### src/rtl/eeb_pkg.sv
package eeb_pkg;
  localparam int NUM_PORTS  = 4;
  localparam int PORT_W     = 8;
  localparam int GROUP_W    = 4;
  localparam int NUM_LINES  = NUM_PORTS * PORT_W;
  localparam int NUM_GROUPS = NUM_LINES / GROUP_W;
  localparam int ADDR_W     = 3;

  typedef enum logic [1:0] {
    BANK_INPUT  = 2'b00,
    BANK_EVENT  = 2'b01,
    BANK_FILTER = 2'b10,
    BANK_BAD    = 2'b11
  } bank_e;

  typedef struct packed {
    logic [NUM_PORTS-1:0] portWr;
    logic [PORT_W-1:0]    data;
  } ctrlStrobes_t;
endpackage

### src/rtl/eeb_datapath.sv
module eeb_datapath
  import eeb_pkg::*;
#(
  parameter int SYNC_STAGES = 2
) (
  input  logic                  clk,
  input  logic                  rstN,
  input  logic [NUM_LINES-1:0]  lineIn,
  input  logic [NUM_GROUPS-1:0] groupPol,
  input  ctrlStrobes_t          strobe,
  output logic [NUM_LINES-1:0]  syncLines,
  output logic [NUM_LINES-1:0]  eventFlag
);
  localparam int LAST = SYNC_STAGES - 1;

  logic [SYNC_STAGES-1:0][NUM_LINES-1:0] syncQ;
  logic [NUM_LINES-1:0] prevQ;
  logic [NUM_LINES-1:0] armQ;
  logic [NUM_LINES-1:0] edgeHit;

  always_ff @(posedge clk) begin
    if (!rstN) begin
      syncQ <= '0;
      prevQ <= '0;
    end else begin
      syncQ[0] <= lineIn;
      for (int s = 1; s < SYNC_STAGES; s++) syncQ[s] <= syncQ[s-1];
      prevQ <= syncQ[LAST];
    end
  end

  assign syncLines = syncQ[LAST];

  for (genvar i = 0; i < NUM_LINES; i++) begin : g_edge
    logic riseHit, fallHit;
    assign riseHit = syncQ[LAST][i] & ~prevQ[i];
    assign fallHit = ~syncQ[LAST][i] & prevQ[i];
    assign edgeHit[i] = groupPol[i / GROUP_W] ? riseHit : fallHit;
  end

  for (genvar p = 0; p < NUM_PORTS; p++) begin : g_port
    always_ff @(posedge clk) begin
      if (!rstN) begin
        armQ[p*PORT_W +: PORT_W]      <= '0;
        eventFlag[p*PORT_W +: PORT_W] <= '0;
      end else begin
        for (int b = 0; b < PORT_W; b++) begin
          if (strobe.portWr[p] && !strobe.data[b]) begin
            armQ[p*PORT_W + b]      <= 1'b0;
            eventFlag[p*PORT_W + b] <= 1'b0;
          end else begin
            if (strobe.portWr[p]) armQ[p*PORT_W + b] <= 1'b1;
            if (armQ[p*PORT_W + b] && edgeHit[p*PORT_W + b])
              eventFlag[p*PORT_W + b] <= 1'b1;
          end
        end
      end
    end

    // a zero written to a bit leaves that flag clear on the next cycle
    assert_clear_on_zero_R6: assert property (@(posedge clk) disable iff (!rstN)
      strobe.portWr[p] |=>
        ((eventFlag[p*PORT_W +: PORT_W] & ~$past(strobe.data)) == '0));

    // without a write to the port no flag falls
    assert_flag_sticky_R11: assert property (@(posedge clk) disable iff (!rstN)
      !strobe.portWr[p] |=>
        (($past(eventFlag[p*PORT_W +: PORT_W]) & ~eventFlag[p*PORT_W +: PORT_W]) == '0));
  end

  // a line that was not armed cannot raise its flag
  assert_unarmed_quiet_R7: assert property (@(posedge clk) disable iff (!rstN)
    1'b1 |=> ((eventFlag & ~$past(eventFlag) & ~$past(armQ)) == '0));
endmodule

### src/rtl/eeb_ctrl.sv
module eeb_ctrl
  import eeb_pkg::*;
(
  input  logic                  clk,
  input  logic                  rstN,
  input  logic [ADDR_W-1:0]     regAddr,
  input  logic                  regWrEn,
  input  logic [PORT_W-1:0]     regWrData,
  input  logic [NUM_LINES-1:0]  syncLines,
  input  logic [NUM_LINES-1:0]  eventFlag,
  output logic [PORT_W-1:0]     regRdData,
  output logic                  irqReq,
  output logic [NUM_GROUPS-1:0] groupPol,
  output ctrlStrobes_t          strobe
);
  localparam logic [ADDR_W-1:0] OFS_STAT = ADDR_W'(6);
  localparam logic [ADDR_W-1:0] OFS_BANK = ADDR_W'(7);

  bank_e bankQ;
  logic  irqEnQ;
  logic [NUM_GROUPS-1:0] polQ;
  logic [NUM_PORTS-1:0]  portAny;
  logic                  anyEvent;
  logic                  bankWr;

  assign bankWr = regWrEn && (regAddr == OFS_BANK);

  always_ff @(posedge clk) begin
    if (!rstN) begin
      bankQ  <= BANK_INPUT;
      irqEnQ <= 1'b0;
      polQ   <= '0;
    end else if (regWrEn) begin
      if (bankWr) begin
        if (regWrData[7:6] != 2'b11) bankQ <= bank_e'(regWrData[7:6]);
      end else if (regAddr == OFS_STAT) begin
        if (bankQ == BANK_INPUT) irqEnQ <= regWrData[0];
        if (bankQ == BANK_EVENT) polQ   <= regWrData[NUM_GROUPS-1:0];
      end
    end
  end

  for (genvar p = 0; p < NUM_PORTS; p++) begin : g_sum
    assign portAny[p] = |eventFlag[p*PORT_W +: PORT_W];
    assign strobe.portWr[p] = regWrEn && (bankQ == BANK_EVENT)
                              && (regAddr == ADDR_W'(p));
  end
  assign strobe.data = regWrData;
  assign anyEvent = |portAny;
  assign irqReq   = anyEvent & irqEnQ;
  assign groupPol = polQ;

  always_comb begin
    regRdData = '0;
    if (regAddr == OFS_BANK) begin
      regRdData[7:6] = bankQ;
    end else if (regAddr == OFS_STAT) begin
      if (bankQ == BANK_INPUT) regRdData[0] = irqEnQ;
      if (bankQ == BANK_EVENT) begin
        regRdData[NUM_PORTS-1:0] = portAny;
        regRdData[7] = anyEvent;
      end
    end else if (int'(regAddr) < NUM_PORTS) begin
      if (bankQ == BANK_INPUT) regRdData = syncLines[int'(regAddr)*PORT_W +: PORT_W];
      if (bankQ == BANK_EVENT) regRdData = eventFlag[int'(regAddr)*PORT_W +: PORT_W];
    end
  end

  // the reserved bank code is never held
  assert_bank_legal_R3: assert property (@(posedge clk) disable iff (!rstN)
    bankQ != BANK_BAD);

  // the bank changes only through a write to offset 7
  assert_bank_hold_R2: assert property (@(posedge clk) disable iff (!rstN)
    !bankWr |=> $stable(bankQ));

  // the request never stands while the enable is clear
  assert_irq_gated_R10: assert property (@(posedge clk) disable iff (!rstN)
    !irqEnQ |-> !irqReq);
endmodule

### src/rtl/edge_event_bank.sv
module edge_event_bank
  import eeb_pkg::*;
(
  input  logic                 clk,
  input  logic                 rstN,
  input  logic [NUM_LINES-1:0] lineIn,
  input  logic [ADDR_W-1:0]    regAddr,
  input  logic                 regWrEn,
  input  logic [PORT_W-1:0]    regWrData,
  output logic [PORT_W-1:0]    regRdData,
  output logic                 irqReq
);
  ctrlStrobes_t          strobe;
  logic [NUM_GROUPS-1:0] groupPol;
  logic [NUM_LINES-1:0]  syncLines;
  logic [NUM_LINES-1:0]  eventFlag;

  eeb_ctrl i_ctrl (
    .clk(clk), .rstN(rstN), .regAddr(regAddr), .regWrEn(regWrEn),
    .regWrData(regWrData), .syncLines(syncLines), .eventFlag(eventFlag),
    .regRdData(regRdData), .irqReq(irqReq), .groupPol(groupPol),
    .strobe(strobe)
  );

  eeb_datapath #(.SYNC_STAGES(2)) i_datapath (
    .clk(clk), .rstN(rstN), .lineIn(lineIn), .groupPol(groupPol),
    .strobe(strobe), .syncLines(syncLines), .eventFlag(eventFlag)
  );
endmodule

### config.mk
export PLATFORM = sky130hd
export DESIGN_NAME = edge_event_bank
export DESIGN_NICKNAME = d
export VERILOG_FILES = /design/src/rtl/eeb_pkg.sv /design/src/rtl/eeb_datapath.sv /design/src/rtl/eeb_ctrl.sv /design/src/rtl/edge_event_bank.sv
export SDC_FILE = /design/constraint.sdc
export NUM_CORES = 1
export LEC_CHECK = 0
export BUFFER_PORTS_ARGS = -buffer_cell sky130_fd_sc_hd__buf_2
export CAP_MARGIN = 30
export CELL_PAD_IN_SITES_DETAIL_PLACEMENT = 1
export CELL_PAD_IN_SITES_GLOBAL_PLACEMENT = 1
export CORE_MARGIN = 2
export CORE_UTILIZATION = 49
export CTS_CLUSTER_SIZE = 8
export DETAILED_ROUTE_END_ITERATION = 16
export PLACE_DENSITY = 0.82
export SYNTH_ARGS = -nofsm -noshare
export SYNTH_HDL_FRONTEND = slang
export SYNTH_SLANG_ARGS = --single-unit
### constraint.sdc
create_clock -name clk -period 3.8 [get_ports clk]
set_clock_uncertainty 0.1 [all_clocks]
set_input_delay 0.76 -clock clk [delete_from_list [all_inputs] [get_ports clk]]
set_output_delay 0.76 -clock clk [all_outputs]
set_load 0.01 [all_outputs]
# [Word-level counts from Yosys, hierarchy flattened]
# Cells that the tools add are included.
[word_totals] wordCells=374 ff_bits=171
[op_classes] magnitude_cmp=1 n_shift=2 eq_ne=7 n_reduce_logical=120 muxes=43 bitwise=131
[ops] cell="$logic_and A1 B1 Y1" count=70
[ops] cell="$not A1 Y1" count=66
[ops] cell="$and A1 B1 Y1" count=65
[ops] cell="$reduce_or A2 Y1" count=32
[ops] cell="$shiftx A32 B7 Y8" count=2
[ops] cell="$mux W1" count=35
[ops] cell="$reduce_or A32 Y1" count=1
[ops] cell="$reduce_or A8 Y1" count=4
[ops] cell="$mux W8" count=3
[ops] cell="$logic_not A1 Y1" count=8
[ops] cell="$mux W4" count=2
[ops] cell="$reduce_and A4 Y1" count=2
[ops] cell="$eq A3 B2 Y1 const B" count=2
[ops] cell="$eq A3 B3 Y1 const B" count=2
[ops] cell="$mux W6" count=1
[ops] cell="$eq A3 B1 Y1 const B" count=1
[ops] cell="$logic_not A3 Y1" count=1
[ops] cell="$lt A3 B3 Y1 const B" count=1
[ops] cell="$mux W3" count=1
[ops] cell="$reduce_and A3 Y1" count=1
[ops] cell="$eq A2 B1 Y1 const B" count=1
[ops] cell="$logic_not A2 Y1" count=1
[ops] cell="$mux W2" count=1
[ops] cell="$ne A2 B2 Y1 const B" count=1

# [Logic depth before layout (Yosys ltp)]
# Gate-level depths: netlist of run 1.
[logic_depth] ltp_word=6 ltp_mapped=7

# [Cells and area by module]
# Synthesis of run 1 repeated with hierarchy kept, for this count alone.
[unflattened] cells_unflattened=622 hier_area_um2=7181.9
[modules_own_cells] module="eeb_datapath" area_each_um2=5901.9 seq_area_each_um2=3203.1 n_inst=1 cells_each=501
[modules_own_cells] module="eeb_ctrl" area_each_um2=1280.0 seq_area_each_um2=220.2 n_inst=1 cells_each=121

# [Worst setup path before layout of run 1]
# OpenSTA, ideal clock, no wires.
[synth_path] kind="in2out" start="input regAddr[0]" end="output regRdData[6]" path_slack_ns=1.089 required_ns=2.940 cell_stages=5 t_arrival_ns=1.851 cell_sequence="buf_6 -> buf_8 -> mux4_2 -> a21o_1 -> a22o_1"
[synth_between] elab_chain_cells=6 word_cells_on_any_way=10 classes_between="order compare: 1; eq/ne: 2; shift: 2; mux: 5"
[synth_rtl] element="start, declared" line_no="edge_event_bank.sv:7" rtl="input logic [ADDR_W-1:0] regAddr,"
[synth_rtl] element="$shiftx A32 B7 Y8" line_no="eeb_ctrl.sv:64" rtl="if (bankQ == BANK_INPUT) regRdData = syncLines[int'(regAddr)*PORT_W +: PORT_W];"
[synth_rtl] element="$mux W8" line_no="eeb_ctrl.sv:64"
[synth_rtl] element="$mux W8" line_no="eeb_ctrl.sv:65" rtl="if (bankQ == BANK_EVENT) regRdData = eventFlag[int'(regAddr)*PORT_W +: PORT_W];"
[synth_rtl] element="$mux W8" line_no="eeb_ctrl.sv:63" rtl="end else if (int'(regAddr) < NUM_PORTS) begin"
[synth_rtl] element="$mux W3" line_no="eeb_ctrl.sv:57" rtl="end else if (regAddr == OFS_STAT) begin"
[synth_rtl] element="$mux W2 *" line_no="eeb_ctrl.sv:55" rtl="if (regAddr == OFS_BANK) begin"
[synth_rtl] element="end, declared" line_no="edge_event_bank.sv:10" rtl="output logic [PORT_W-1:0] regRdData,"
# Every way passes the cells marked *; elsewhere a longest branch is shown, timed or not.

# [Worst setup path in the final report of run 1]
[layout_path] start="input regAddr[0]" end="output regRdData[1]"
[layout_between] elab_chain_cells=6 word_cells_on_any_way=10 classes_between="order compare: 1; eq/ne: 2; shift: 2; mux: 5"
[layout_rtl] element="$shiftx A32 B7 Y8" line_no="eeb_ctrl.sv:64"
[layout_rtl] element="$mux W8" line_no="eeb_ctrl.sv:64"
[layout_rtl] element="$mux W8" line_no="eeb_ctrl.sv:65"
[layout_rtl] element="$mux W8" line_no="eeb_ctrl.sv:63"
[layout_rtl] element="$mux W4" line_no="eeb_ctrl.sv:57"
[layout_rtl] element="$mux W6 *" line_no="eeb_ctrl.sv:55"
# Marked as above.

==> results of run 1 <==
## through the flow
step                      area (sq um)  hold slack, ns  worst slack (ns)
after floorplan                   6700           0.312              1.09
after global placement            6970           0.316             0.636
after detailed placement          6970           0.320             0.571
after CTS                         7590           0.333             0.570
after global routing              7590           0.347             0.449
final                             7590           0.328             0.581
## logic make-up (layout without fill, tap and decap cells)
kind of cell | count (synthesis) | count (layout) | share of synthesized area, %
AO/OA/AOI/OAI | 127 | 127 | 11.2
buffers and inverters | 68 | 106 | 4.65
flip-flops | 171 | 171 | 51.1
multiplexers | 46 | 46 | 9.86
AND/OR/NAND/NOR | 287 | 287 | 23.2
## path summary, 6_finish.rpt
kind	cells past startpoint	end	start
setup / recovery	5	regRdData[1]	regAddr[0]
hold / removal	1	i_datapath.syncLines[16]$_SDFF_PN0_	i_datapath.syncQ[16]$_SDFF_PN0_
setup reg to reg	4	i_datapath.eventFlag[17]$_SDFFE_PP0P_	i_ctrl.bankQ[0]$_SDFFE_PN0P_
hold reg to reg	1	i_datapath.syncLines[16]$_SDFF_PN0_	i_datapath.syncQ[16]$_SDFF_PN0_
## synthesized netlist by cell type, drive strengths merged, types with 2 or more instances
library cell	count	area (sq um)
nand3b	3	22.5
inv	16	60.1
mux4	14	338
a22o	5	43.8
o221a	2	22.5
buf	16	116
dfxtp	171	3420
a21oi	32	160
and2	97	607
nor4	9	56.3
nand3	3	20.0
a21boi	16	120
nand2b	16	100
nand2	72	270
mux2	2	22.5
nor2b	26	163
o21ai	49	245
nor3b	16	120
o22ai	16	100
nor2	39	146
and3	2	12.5
clkbuf	36	135
mux2i	30	300
## final cells by class
cell class / instances / area (sq um) / area share (%)
sequential: 171 / 3420 / 45.1
multi-input combinational: 460 / 2970 / 39.1
clock buffer: 19 / 453 / 5.97
timing repair buffer: 58 / 303 / 3.99
tap: 176 / 220 / 2.90
clock inverter: 13 / 165 / 2.18
inverter: 16 / 60.1 / 0.791
## layer usage
layer | GRT usage [%] | vias to the layer above | wire length [um]
li1 | - | 2404 | -
met1 | 32.0 | 2441 | 7920
met2 | 39.7 | 123 | 7900
met3 | 6.34 | 31 | 968
met4 | 9.45 | 0 | 362
met5 | 0 | - | 0
## flip-flops by register name, indices dropped and copies added, names as in the netlist
name and cells:
i_datapath.syncLines 32, i_datapath.armQ 32, i_datapath.eventFlag 32, i_ctrl.irqEnQ 1, i_ctrl.bankQ 2, i_datapath.prevQ 32
i_ctrl.groupPol 8, i_datapath.syncQ 32
## power groups by stage
stage | registers, mW | clock network [mW] | logic, mW
4_1_cts | 1.87 | 1.83 | 0.160
3_3_place_gp | 1.90 | 0 | 0.150
3_5_place_dp | 1.91 | 0 | 0.158
2_1_floorplan | 1.89 | 0 | 0.112
6_report | 1.87 | 1.81 | 0.159
5_1_grt | 1.87 | 1.90 | 0.176
==> flow_summary.ini, run 1 <==
[outcome]
status = finished, final reports clean

[critical_path]
ff2ff_setup_slack_ns = 1.16
crit_path_end_kind = primary output
critPathRequiredTime_ns = 2.94
cp_top_family = buffers and inverters
path_max_fanout = 24
crit_type = in -> out
cpMaxStageDelayCell = mux4_2
max_stage_delay_ns = 0.58
critical_path.cell_chain = buf_2 > mux4_2 > a22o_1 > a22o_1 > buf_2
cp-start-kind = input port
cp_data_arrival_time_ns = 2.36
crit_buf_inv = 2

[timing]
post-route-period-util_pct = 84.7
tns_ns = 0
slew_headroom_pct = 40.6
fmax_mhz = 311
worst_slew_pin_slew_ns = 0.888
min_period_ns = 3.22
rsz0062_at_grt = false
finalSetupViolCount = 0
hold_viol_final = 0
slew_violations = 0

[clock_tree]
cts_tree = built
clk_path_buf_depth = 2
root_buffer = clkbuf_16
ctsHtreeMaxLevel = 4
cts_made_buffers = 17
cts.sinks = 171
cts_resized = 0
post-cts-setup-buffer-count = 0
clk-insertion-delay-late_ns = 0.43
path_clk_slew_ns = 0.06
cts_hold_buf = 0

[place]
placement.io_buffers = 54
placed_cells = 881
gp_congestion = 0.923
dpl.hpwl_mm = 12.0

[detailed_routing]
vias = 4999
ant_nets = 0
dr.pass1.iters = 4
wirelength_mm = 17.2
vias_per_cell = 5.48
first_iter_violations = 245
drc = 0
wl_per_cell_um = 18.8

[power_and_ir_drop]
ir_worst_vdd_mv = 0.353
p_int_mw = 2.98
p_total_mw = 3.83
p_clk_share_pct = 47.2
power_density_nw_per_um2 = 505
switching_share_pct = 22.1
p_seq_share_pct = 48.7
switchingPower_uw = 849
power_leakage_nw = 3.07
comb_power_share_pct = 4.1

[die]
fp-row-count = 42
ios = 55
start_util_pct = 50.4
die-area_sq_um = 14600
die_h_um = 121
core_region_area_sq_um = 13300
chipWidth_um = 121

[logic_synthesis]
synth_cell_types = 40
yosys_warnings = 0
synth-edff-count = 0
synth-main-ff-cell = dfxtp_1
syn-instance-count = 699
ys_ff_latch = 171
syn_area_per_cell_sq_um = 9.59
ys_seq_area_share_pct = 51.1
synth_area_sq_um = 6700
synth_fp_nets = 745
async_reset_ff_share_pct = 0

[run]
drv_cap = 0

[min_path]
hold_path.class = reg -> reg

[global_route]
grt_usage_pct = 24.7
grt_pass1_wl_mm = 27.5
grt-ovfl-total = 0
grt_pass1_vias = 5223
grt_max_degree = 75
antenna_found_initial = 0

[finish]
nFillCells = 1487
layout.nets = 770
layout-drive-gt1-share_pct = 14.1
area_delta_synth_final_pct = 13.3
post-route-util_pct = 57.1
final_common_cell = dfxtp_1
antennaDiodeCount = 0
most-common-layout-cells = dfxtp_1 (171), and2_1 (97), nand2_1 (72)
layout.cells.non_filler = 913
Note: power is estimated with default switching activity, not from simulation.
==> inputs of run 2 (changes only) <==
CORE_UTILIZATION = 46   (was 49)
PLACE_DENSITY = 0.78   (was 0.82)
clock period = 3.35 ns   (was 3.8 ns; I/O delays follow)
==> flow_summary.ini, run 2 (synthesis results as in run 1) <==
[die]
fp-row-count = 44
start_util_pct = 46.6
die-area_sq_um = 15500
core_region_area_sq_um = 14400
die_h_um = 125
chipWidth_um = 125
ios = 55

[detailed_routing]
wirelength_mm = 16.5
first_iter_violations = 281
dr.pass1.iters = 4
wl_per_cell_um = 17.9
drc = 0
vias_per_cell = 5.43
vias = 5010
ant_nets = 0

[critical_path]
crit_type = in -> out
path_max_fanout = 24
ff2ff_setup_slack_ns = 0.84
cpMaxStageDelayCell = mux4_2
cp-start-kind = input port
max_stage_delay_ns = 0.57
crit-reg2reg-launch = i_ctrl.bankQ[0]$_SDFFE_PN0P_
critPathRequiredTime_ns = 2.58
crit_path_end_kind = primary output
worst-r2r-cell-count = 4
cp_data_arrival_time_ns = 2.28
critical_path.cell_chain = buf_2 > mux4_2 > a22o_1 > a22o_1 > buf_2
r2r-end = i_datapath.eventFlag[18]$_SDFFE_PP0P_

[min_path]
holdPathEnd = i_datapath.syncLines[28]$_SDFF_PN0_
hold_path_startpoint = i_datapath.syncQ[28]$_SDFF_PN0_
hold_path.class = reg -> reg
holdPathStages = 1

[clock_tree]
clk_path_buf_depth = 2
cts_hold_buf = 0
path_clk_slew_ns = 0.06
clk-insertion-delay-late_ns = 0.43
ctsHtreeMaxLevel = 4
root_buffer = clkbuf_16
cts.sinks = 171
cts_tree = built
cts_resized = 0
post-cts-setup-buffer-count = 0
cts_made_buffers = 17

[timing]
slew_headroom_pct = 40.2
min_period_ns = 3.05
hold_viol_final = 0
rsz0062_at_grt = false
worst_slew_pin_slew_ns = 0.895
post-route-period-util_pct = 91.1
finalSetupViolCount = 0
hold_ws_ns = 0.333
tns_ns = 0
slew_violations = 0
fmax_mhz = 328

[finish]
area_delta_synth_final_pct = 13.5
most-common-layout-cells = dfxtp_1 (171), and2_1 (97), nand2_1 (72)
nFillCells = 1640
post-route-util_pct = 52.9
layout-drive-gt1-share_pct = 14.0
antennaDiodeCount = 0
regArea_sq_um = 3420
final_common_cell = dfxtp_1
layout.nets = 771
multiInputGateArea_sq_um = 2970
layout.cells.non_filler = 922

[global_route]
grt_pass1_vias = 5146
antenna_found_initial = 0
grt-ovfl-total = 0
grt_pass1_wl_mm = 26.7
grt_usage_pct = 21.9
grt_max_degree = 84

[power_and_ir_drop]
p_seq_share_pct = 49.4
switching_share_pct = 22.1
p_clk_share_pct = 46.4
ir_worst_vdd_mv = 0.323
power_leakage_nw = 3.08
p_int_mw = 3.34
comb_power_share_pct = 4.2
switchingPower_uw = 945
power_density_nw_per_um2 = 564
p_total_mw = 4.29

[place]
placed_cells = 890
placement.io_buffers = 54
gp_congestion = 0.906
dpl.hpwl_mm = 11.5

[run]
drv_cap = 0

[outcome]
status = finished, final reports clean
## run 2: cell count changes in the layout (fill, tap and decap cells not counted), sizes merged
cell | before | now
buf | 58 | 59
bufinv | 3 | 2
clkbuf | 19 | 22
clkinvlp | 3 | 0
inv | 19 | 20
## run 2: per-stage QoR
stage / setup WS (ns) / cell area (sq um)
after floorplan: 0.819 / 6700
after global placement: 0.347 / 7000
after detailed placement: 0.291 / 7000
after CTS: 0.295 / 7600
after global routing: 0.118 / 7600
final: 0.297 / 7600
## run 2: area by class of cell
| cell class | count | share of cell area, % |
|---|---|---|
| flip-flops and latches | 171 | 45.0 |
| repair buffers | 59 | 4.24 |
| well taps | 184 | 3.03 |
| inverters | 16 | 0.790 |
| clock buffers | 22 | 6.24 |
| clock inverters | 10 | 1.69 |
| multi-input cells | 460 | 39.0 |
## run 2: worst max-delay path by stage
| stage | slack [ns] | cells after the start | startpoint | to |
|---|---|---|---|---|
| floorplan | 0.82 | 5 | regAddr[0] | regRdData[6] |
| global placement | 0.35 | 5 | regAddr[0] | regRdData[3] |
| detailed placement | 0.29 | 5 | regAddr[0] | regRdData[3] |
| CTS | 0.29 | 5 | regAddr[0] | regRdData[3] |
| global route | 0.12 | 5 | i_datapath.eventFlag[18]$_SDFFE_PP0P_ | regRdData[7] |
| finish | 0.30 | 5 | regAddr[0] | regRdData[3] |
## run 2: critical path: cells and delay by family
family          cells  cell delay, ns
compound gates      2            0.44
buf+inv             2            0.59
mux                 1            0.57
## run 2: per-layer routing
layer	global-route usage [%]	share of wire, %	up-vias
met1	28.2	46	2468
met5	0	0	-
met2	36.2	47	113
met4	7.27	2.1	0
li1	-	-	2399
met3	5.20	4.6	30
## run 2: power by group through the flow
| stage | combinational [mW] | sequential, mW | clock, mW |
|---|---|---|---|
| after CTS | 0.183 | 2.11 | 2.02 |
| after global placement | 0.172 | 2.16 | 0 |
| final | 0.181 | 2.12 | 1.99 |
| after floorplan | 0.128 | 2.14 | 0 |
| after global routing | 0.200 | 2.12 | 2.12 |
| after detailed placement | 0.181 | 2.16 | 0 |
==> inputs of run 3 (changes only) <==
BUFFER_PORTS_ARGS = -buffer_cell sky130_fd_sc_hd__buf_4   (was -buffer_cell sky130_fd_sc_hd__buf_2)
CORE_UTILIZATION = 48   (was 46)
SYNTH_HIERARCHICAL = 1   (was default)
==> flow_summary.ini, run 3 <==
[outcome]
status = finished, final reports clean

[die]
chipWidth_um = 126
fp-row-count = 44
die-area_sq_um = 16000
core_region_area_sq_um = 14600
ios = 55
die_h_um = 126
start_util_pct = 49.2

[power_and_ir_drop]
power_leakage_nw = 3.12
ir_worst_vdd_mv = 0.374
p_total_mw = 4.37
power_density_nw_per_um2 = 550

[timing]
worst_slew_pin_slew_ns = 0.623
min_period_ns = 3.05
fmax_mhz = 327
hold_viol_final = 0
rsz0062_at_grt = false
slew_headroom_pct = 58.1
hold_ws_ns = 0.329
finalSetupViolCount = 0
tns_ns = 0
slew_violations = 0
post-route-period-util_pct = 91.2

[critical_path]
cp-start-kind = flip-flop
ff2ff_setup_slack_ns = 1.03
max_stage_delay_ns = 0.55
worst-r2r-cell-count = 5
critPathRequiredTime_ns = 2.58
critical_path.cell_chain = nor4_1 > nand2_1 > nor4_1 > o221ai_1 > buf_4
r2r-end = i_datapath/eventFlag[3]$_SDFFE_PP0P_
path_max_fanout = 3
cpMaxStageDelayCell = nor4_1
crit-reg2reg-launch = i_ctrl/bankQ[1]$_SDFFE_PN0P_
crit_top_cell = nor4_1
crit_path_end_kind = primary output
crit_type = reg -> out
cp_data_arrival_time_ns = 2.28

[finish]
layout-drive-gt1-share_pct = 17.4
design_area_sq_um = 7960
nFillCells = 1521
multiInputGateArea_sq_um = 3210
regArea_sq_um = 3420
layout.nets = 677
final_common_cell = dfxtp_1
most-common-layout-cells = dfxtp_1 (171), and2_1 (96), buf_4 (60)
antennaDiodeCount = 0
area_delta_synth_final_pct = 10.8

[logic_synthesis]
synth.area.top_cells = dfxtp_1 (48%), and2_1 (8.4%), mux2i_1 (6.4%)
synth_area_sq_um = 7180
synthTopCellsByCount = dfxtp_1 (171), and2_1 (96), buf_4 (48)
ys_ff_latch = 171
syn-instance-count = 622
synth_top_cell_area_share_pct = 47.7
yosysMostFrequentCell = dfxtp_1
synth-main-ff-cell = dfxtp_1
ys_seq_area_share_pct = 47.7
syn_area_per_cell_sq_um = 11.5
synth_fp_nets = 668
synth_cell_types = 38
synth-edff-count = 0
yosys_warnings = 6
async_reset_ff_share_pct = 0
yosys.area.top_type = dfxtp_1

[clock_tree]
cts_hold_buf = 0
cts_resized = 0
path_clk_slew_ns = 0.06
post-cts-setup-buffer-count = 0
cts.sinks = 171
clk_path_buf_depth = 2
cts_made_buffers = 17
clk-insertion-delay-late_ns = 0.43
ctsHtreeMaxLevel = 4
cts_tree = built
root_buffer = clkbuf_16

[place]
placement.io_buffers = 54
dpl.hpwl_mm = 11.6
gp_congestion = 0.950
placed_area_sq_um = 7340

[min_path]
holdPathStages = 1
hold_path_startpoint = i_datapath/syncQ[28]$_SDFF_PN0_
holdPathEnd = i_datapath/syncLines[28]$_SDFF_PN0_
hold_path.class = reg -> reg

[detailed_routing]
first_iter_violations = 267
drc = 0
dr.pass1.iters = 4
vias_per_cell = 5.68
ant_nets = 0
wl_per_cell_um = 20.6
wirelength_mm = 17.1
vias = 4702

[global_route]
grt_pass1_vias = 4998
grt_pass1_wl_mm = 27.3
grt_max_degree = 80
grt-ovfl-total = 0
antenna_found_initial = 0
grt_usage_pct = 22.3

[run]
drv_cap = 0
==> run 3: cell types whose count changed in the layout (fill, tap and decap cells not counted), moves of 16 or more <==
cell	previous run	this run
o22ai_1	16	0
buf_4	5	60
and4b_1	0	32
buf_2	53	0
inv_1	16	0
mux2i_1	30	46
nand2_1	72	9
nor4bb_1	1	32
nor2b_1	26	42
o21ai_0	49	1
nor2_1	39	7
a21oi_1	32	0
o311a_1	0	32
nor3b_1	16	0
==> run 3: final cells by class <==
type / count / share of cell area (%)
multi-input cells: 380 / 40.4
repair buffers: 61 / 5.91
clock inverters: 10 / 2.08
flip-flops and latches: 171 / 43.0
well taps: 184 / 2.89
clock buffers: 22 / 5.71
==> run 3: critical path, delay by kind of cell (launching register included) <==
family / cells / cell delay [ns]
simple gates: 3 / 1.15
flops: 1 / 0.34
compound gates: 1 / 0.19
buf+inv: 1 / 0.17
==> run 3: through the flow <==
stage | util (%) | setup WS, ns | std cells
floorplan | - | 0.862 | 622
global placement | 50.3 | 0.482 | 796
detailed placement | 50.3 | 0.449 | 796
CTS | 54.5 | 0.322 | 828
global route | 54.5 | 0.185 | 828
finish | 54.5 | 0.296 | 828
==> run 3: layer usage <==
metal	up-vias	routed length (um)	GRT usage, %	share of wire [%]
met4	0	375	8.66	2.2
li1	2231	-	-	-
met2	123	8570	38.1	50
met3	29	1020	5.36	6.0
met5	-	0	0	0
met1	2319	7130	27.3	42
==> run 3: cell families (layout without fill, tap and decap cells) <==
group / after synthesis / count (layout) / share of synthesized area [%]
compound gates: 47 / 47 / 6.34
buf+inv: 71 / 93 / 7.89
flops: 171 / 171 / 47.7
mux: 62 / 62 / 11.3
simple gates: 271 / 271 / 26.8
==> run 3: how the worst max path moves through the flow <==
stage | from | to | slack, ns | cells past startpoint
finish | i_datapath/eventFlag[4]$_SDFFE_PP0P_ | regRdData[7] | 0.30 | 5
global route | i_datapath/eventFlag[13]$_SDFFE_PP0P_ | regRdData[7] | 0.18 | 5
CTS | i_datapath/eventFlag[4]$_SDFFE_PP0P_ | regRdData[7] | 0.32 | 5
detailed placement | regAddr[0] | regRdData[2] | 0.45 | 5
global placement | regAddr[0] | regRdData[7] | 0.48 | 5
floorplan | regAddr[0] | regRdData[3] | 0.86 | 4
==> run 3: power by group <==
part	internal, mW	leakage, nW	total [mW]	switching (mW)
Clock	1.27	0.291	2.07	0.796
Sequential	2.08	1.39	2.11	0.0329
Combinational	0.102	1.44	0.194	0.0921
Total	3.45	3.12	4.37	0.921
